$ cat src/rtl/segchk_pkg.sv
package segchk_pkg;

  localparam int PRIV_W = 2;
  localparam int TGT_W  = 3;
  localparam int KIND_W = 3;

  typedef enum logic [TGT_W-1:0] {
    TGT_ES = 3'd0,
    TGT_CS = 3'd1,
    TGT_SS = 3'd2,
    TGT_DS = 3'd3,
    TGT_FS = 3'd4,
    TGT_GS = 3'd5
  } segTgt_e;

  typedef enum logic [KIND_W-1:0] {
    EXC_NONE  = 3'd0,
    EXC_UD    = 3'd1,
    EXC_GP    = 3'd2,
    EXC_STACK = 3'd3,
    EXC_NP    = 3'd4
  } excKind_e;

  // Condition flags produced by the datapath classifier.
  typedef struct packed {
    logic isNull;    // selector index bits all zero
    logic ssNullOk;  // null stack load allowed (64-bit, low cpl, rpl==cpl)
    logic ssSelGp;   // selector/descriptor fails stack rules
    logic dsSelGp;   // selector/descriptor fails data-register rules
    logic absent;    // descriptor not present
  } chkFlags_t;

  // Strobes from control to datapath.
  typedef struct packed {
    logic capFault;  // capture an error code this cycle
    logic errZero;   // error code is zero instead of the selector
    logic capCommit; // capture usable flag this cycle
    logic usable;    // descriptor usable on commit
  } ctrlStrobe_t;

endpackage

$ cat src/rtl/segchk_ctrl.sv
module segchk_ctrl
  import segchk_pkg::*;
(
  input  logic              clk,
  input  logic              rstN,
  input  logic              loadValid,
  input  logic [TGT_W-1:0]  tgtSel,
  input  logic              retire,
  input  chkFlags_t         flags,
  output ctrlStrobe_t       strobe,
  output logic              commit,
  output logic              fault,
  output logic [KIND_W-1:0] faultKind,
  output logic              intInhibit
);

  localparam int TGT_N = 1 << TGT_W;

  logic [TGT_N-1:0] tgtHot;
  logic             isInvalid;
  logic             isSs;
  logic             isData;
  excKind_e         verdict;
  logic             usableNext;
  logic             errZeroNext;
  logic             pass;
  logic             ssCommitNow;
  logic             faultNow;

  for (genvar i = 0; i < TGT_N; i++) begin : g_tgtDec
    assign tgtHot[i] = (tgtSel == TGT_W'(i));
  end

  assign isSs   = tgtHot[TGT_SS];
  assign isData = tgtHot[TGT_ES] | tgtHot[TGT_DS] | tgtHot[TGT_FS] | tgtHot[TGT_GS];
  // Code segment target and undefined codes are refused.
  assign isInvalid = !(isSs || isData);

  // Priority: invalid opcode, null GP, selector GP, presence.
  always_comb begin
    verdict     = EXC_NONE;
    usableNext  = 1'b1;
    errZeroNext = 1'b0;
    if (isInvalid) begin
      verdict     = EXC_UD;
      errZeroNext = 1'b1;
    end else if (isSs) begin
      if (flags.isNull) begin
        if (flags.ssNullOk) begin
          usableNext = 1'b0;
        end else begin
          verdict     = EXC_GP;
          errZeroNext = 1'b1;
        end
      end else if (flags.ssSelGp) begin
        verdict = EXC_GP;
      end else if (flags.absent) begin
        verdict = EXC_STACK;
      end
    end else begin
      if (flags.isNull) begin
        usableNext = 1'b0;
      end else if (flags.dsSelGp) begin
        verdict = EXC_GP;
      end else if (flags.absent) begin
        verdict = EXC_NP;
      end
    end
  end

  assign pass        = (verdict == EXC_NONE);
  assign ssCommitNow = loadValid && pass && isSs;
  assign faultNow    = loadValid && !pass;

  always_comb begin
    strobe.capFault  = faultNow;
    strobe.errZero   = errZeroNext;
    strobe.capCommit = loadValid && pass;
    strobe.usable    = usableNext;
  end

  always_ff @(posedge clk) begin
    if (!rstN) begin
      commit     <= 1'b0;
      fault      <= 1'b0;
      faultKind  <= EXC_NONE;
      intInhibit <= 1'b0;
    end else begin
      commit    <= loadValid && pass;
      fault     <= faultNow;
      faultKind <= faultNow ? verdict : EXC_NONE;
      // A fresh stack load sets; retire or a fault clears; no extension.
      if (ssCommitNow) begin
        intInhibit <= 1'b1;
      end else if (retire || faultNow) begin
        intInhibit <= 1'b0;
      end
    end
  end

  // invalid target always yields an invalid-opcode fault.
  a_r1_invalid_target: assert property (@(posedge clk) disable iff (!rstN)
    loadValid && isInvalid |=> fault && (faultKind == EXC_UD));

  // a null selector for a data register always commits.
  a_r2_null_data_commits: assert property (@(posedge clk) disable iff (!rstN)
    loadValid && isData && flags.isNull |=> commit && !fault);

  // no request, no verdict.
  a_r8_idle_quiet: assert property (@(posedge clk) disable iff (!rstN)
    !loadValid |=> !commit && !fault);

  // success and failure strobes are exclusive.
  a_r8_exclusive: assert property (@(posedge clk) disable iff (!rstN)
    $onehot0({commit, fault}));

  // a stack load leaves the shadow exactly when it commits.
  a_r9_shadow_follows_ss: assert property (@(posedge clk) disable iff (!rstN)
    loadValid && isSs |=> (intInhibit == commit));

  // retire without a new request ends the shadow.
  a_r10_retire_clears: assert property (@(posedge clk) disable iff (!rstN)
    retire && !loadValid |=> !intInhibit);

endmodule

$ cat config.mk
export PLATFORM = sky130hd
export DESIGN_NAME = segchk_ctrl
export DESIGN_NICKNAME = d
export VERILOG_FILES = /design/src/rtl/segchk_pkg.sv /design/src/rtl/segchk_ctrl.sv
export SDC_FILE = /design/constraint.sdc
export NUM_CORES = 1
export LEC_CHECK = 0
export ABC_AREA = 1
export ABC_CLOCK_PERIOD_IN_PS = 1300
export CORE_AREA = 2 2 39 41
export DETAILED_ROUTE_END_ITERATION = 8
export DIE_AREA = 0 0 41 43
export SETUP_SLACK_MARGIN = 0.02
export SYNTH_ARGS = -nofsm -noshare
export SYNTH_HDL_FRONTEND = slang
export SYNTH_SLANG_ARGS = --single-unit
$ cat constraint.sdc
create_clock -name clk -period 1.3 [get_ports clk]
set_input_delay 0.26 -clock clk [delete_from_list [all_inputs] [get_ports clk]]
set_output_delay 0.26 -clock clk [all_outputs]
set_load 0.005 [all_outputs]
==> run_results.csv <==
group,metric,value,unit
floorplanning,coreArea,1380,sq um
yosys,netlist_instances,57,
global_route,grt_pass1_wl,1610,um
power,power_density,718,nW/um^2
clocking,cts_tree,"done",
yosys,yosysWarningCount,0,
timing,relSlewSlack,0.882,
floorplanning,die_w,41,um
global_route,antenna_found_initial,0,
detailed_routing,postRouteAntennaNets,0,
detailed_routing,detail_route.vias_per_cell,4.13,
finish,fin_area,768,sq um
yosys,synth.net_count,69,
finish,layout_common_cells,"buf_4, nand2_2, dlygate4sd2_1",
finish,drive_gt1_frac,0.626,
floorplanning,start_util,0.282,
place,io_buffer_count,21,
status,outcome,"completed",
global_route,grt_overflow_total,0,
timing,rsz0062_at_grt,"true",
global_route,grt_use_total,0.134,
yosys,avgSynthCellArea,6.85,sq um
detailed_routing,wirelength,911,um
yosys,synth_top_cell_area_share,0.308,
hold_path,min_path_type,"input pin to flip-flop",
timing,tightest_slew,175,ps
floorplanning,std_cell_rows,14,
clocking,root_buffer,"clkbuf_4",
timing,slew_viol_final,0,
detailed_routing,highest_layer,"met3",
clocking,clk_latency,240,ps
critical_path,end_kind,"output pin",
critical_path,crit_arrival,1030,ps
clocking,clkSinkCount,6,
detailed_routing,avgRoutedWirePerCell,8.51,um
detailed_routing,wl_met3,50,um
detailed_routing,wl_met1,329,um
timing,fmax,0.778,GHz
clocking,cts_max_path_buffers,2,
place,placed_area,651,sq um
yosys,synth.area.top_cells,"dfxtp_1, nand2_1, nand3_2",
place,hpwl,702,um
timing,period_share,0.989,
critical_path,critPathMaxFanout,6,
yosys,syn_area,390,sq um
yosys,synth.largest_area_cell,"dfxtp_1",
timing,final-setup-viol-count,0,
finish,n_antenna_cell,0,
power,p_leak,0.398,nW
detailed_routing,drc,0,
power,max-vdd-ir-drop,0.000250,V
finish,stdcell_count,107,
floorplanning,die_h,43,um
detailed_routing,vias,442,
critical_path,cp-start-kind,"input pin",
place,routabilityCongestion,0.785,
clocking,h-tree-depth,1,
yosys,ys_seq_elements,6,
global_route,grt_max_degree,7,
clocking,clk_pin_slew_worst_paths,40,ps
detailed_routing,drt_iter0_markers,1,
yosys,synth-seq-area-share,0.308,
yosys,synth_cell_types,17,
detailed_routing,first_pass_iters,2,
timing,final_hold_viol_count,0,
place,place_inst,98,
detailed_routing,dr_wl_met2,530,um
timing,skew,0,ps
critical_path,critPathRequiredTime,1040,ps
floorplanning,die_area,1760,sq um
finish,area_growth,96.8,%
run,cap_viol_max_count,0,
finish,utilization,0.555,
floorplanning,io_pins,22,
clocking,cts_buffers,3,
finish,final_common_cell,"buf_4",
timing,layout_min_cycle_time,1290,ps
critical_path,criticalPathCategory,"input pin to output pin",
global_route,grt_pass1_vias,426,
finish,final_nets,105,
power,power.total,0.552,mW
[sequential cells by signal, summed over array words and instances, names as in the netlist]
register / count
intInhibit: 1
fault: 1
faultKind: 3
commit: 1
[synth_stat cells]
cell / count
a21oi_1: 1
o22ai_1: 1
nand2_2: 3
nor3_2: 1
clkinv_1: 1
inv_2: 1
nor3_1: 1
dfxtp_1: 6
o31ai_1: 1
nand3b_1: 1
inv_1: 10
nand3_2: 4
buf_4: 3
nor2_1: 5
nor2_2: 5
o211ai_1: 1
nand2_1: 12
[cells by family after synthesis]
logic type | Yosys count | share of synthesized area
AOI/OAI and AO/OA | 4 | 0.0673
buffers and inverters | 15 | 0.173
and+or+nand+nor | 32 | 0.452
DFF | 6 | 0.308
[path summary, 6_finish.rpt]
check                   from           end  slack [ps]  depth (start not counted)
setup / recovery   tgtSel[1]     strobe[3]          10                          8
hold / removal      flags[4]  faultKind[2]         440                          5
setup reg to reg  intInhibit    intInhibit         570                          4
hold reg to reg   intInhibit    intInhibit         560                          4
[power breakdown]
part	internal [mW]	switching, mW
sequential	0.191	0.00106
combinational	0.108	0.0855
clock	0.104	0.0620
[area by class of cell]
cell class / instances / area (sq um)
Fill cell: 137 / 616
Timing Repair Buffer: 34 / 294
Multi-Input combinational cell: 36 / 255
Sequential cell: 6 / 120
Inverter: 12 / 56.3
Clock buffer: 3 / 22.5
Tap cell: 16 / 20.0
[what timing repair did]
| action | CTS | global route |
|---|---|---|
| setup buffers | 6 | 0 |
| resized for setup | 80 | 7 |
| hold buffers | 0 | 0 |
| pin swaps | 17 | 11 |
| setup endpoints to repair | 15 | 3 |
[worst max-delay path, stage by stage]
cell and delay [ps]:
buf_8 110, nand3_4 120, nor2_2 50, nor2_2 170
nand2_2 70, nor2_2 90, nor2_2 40, buf_2 120
[per-stage QoR]
step	hold WS (ps)	setup WS [ps]	setup TNS [ps]
after floorplan	387	69.7	0
after global placement	554	-858	-5170
after detailed placement	559	-867	-5290
after CTS	409	-1.83	-1.83
after global routing	441	-51.1	-81.0
final	437	14.1	0
[layer usage]
layer	GRT usage	up-vias
li1	-	241
met1	0.150	189
met2	0.216	12
met3	0.0157	0
met4	0.100	0
met5	0	-
Note: power is estimated with default switching activity, not from simulation.
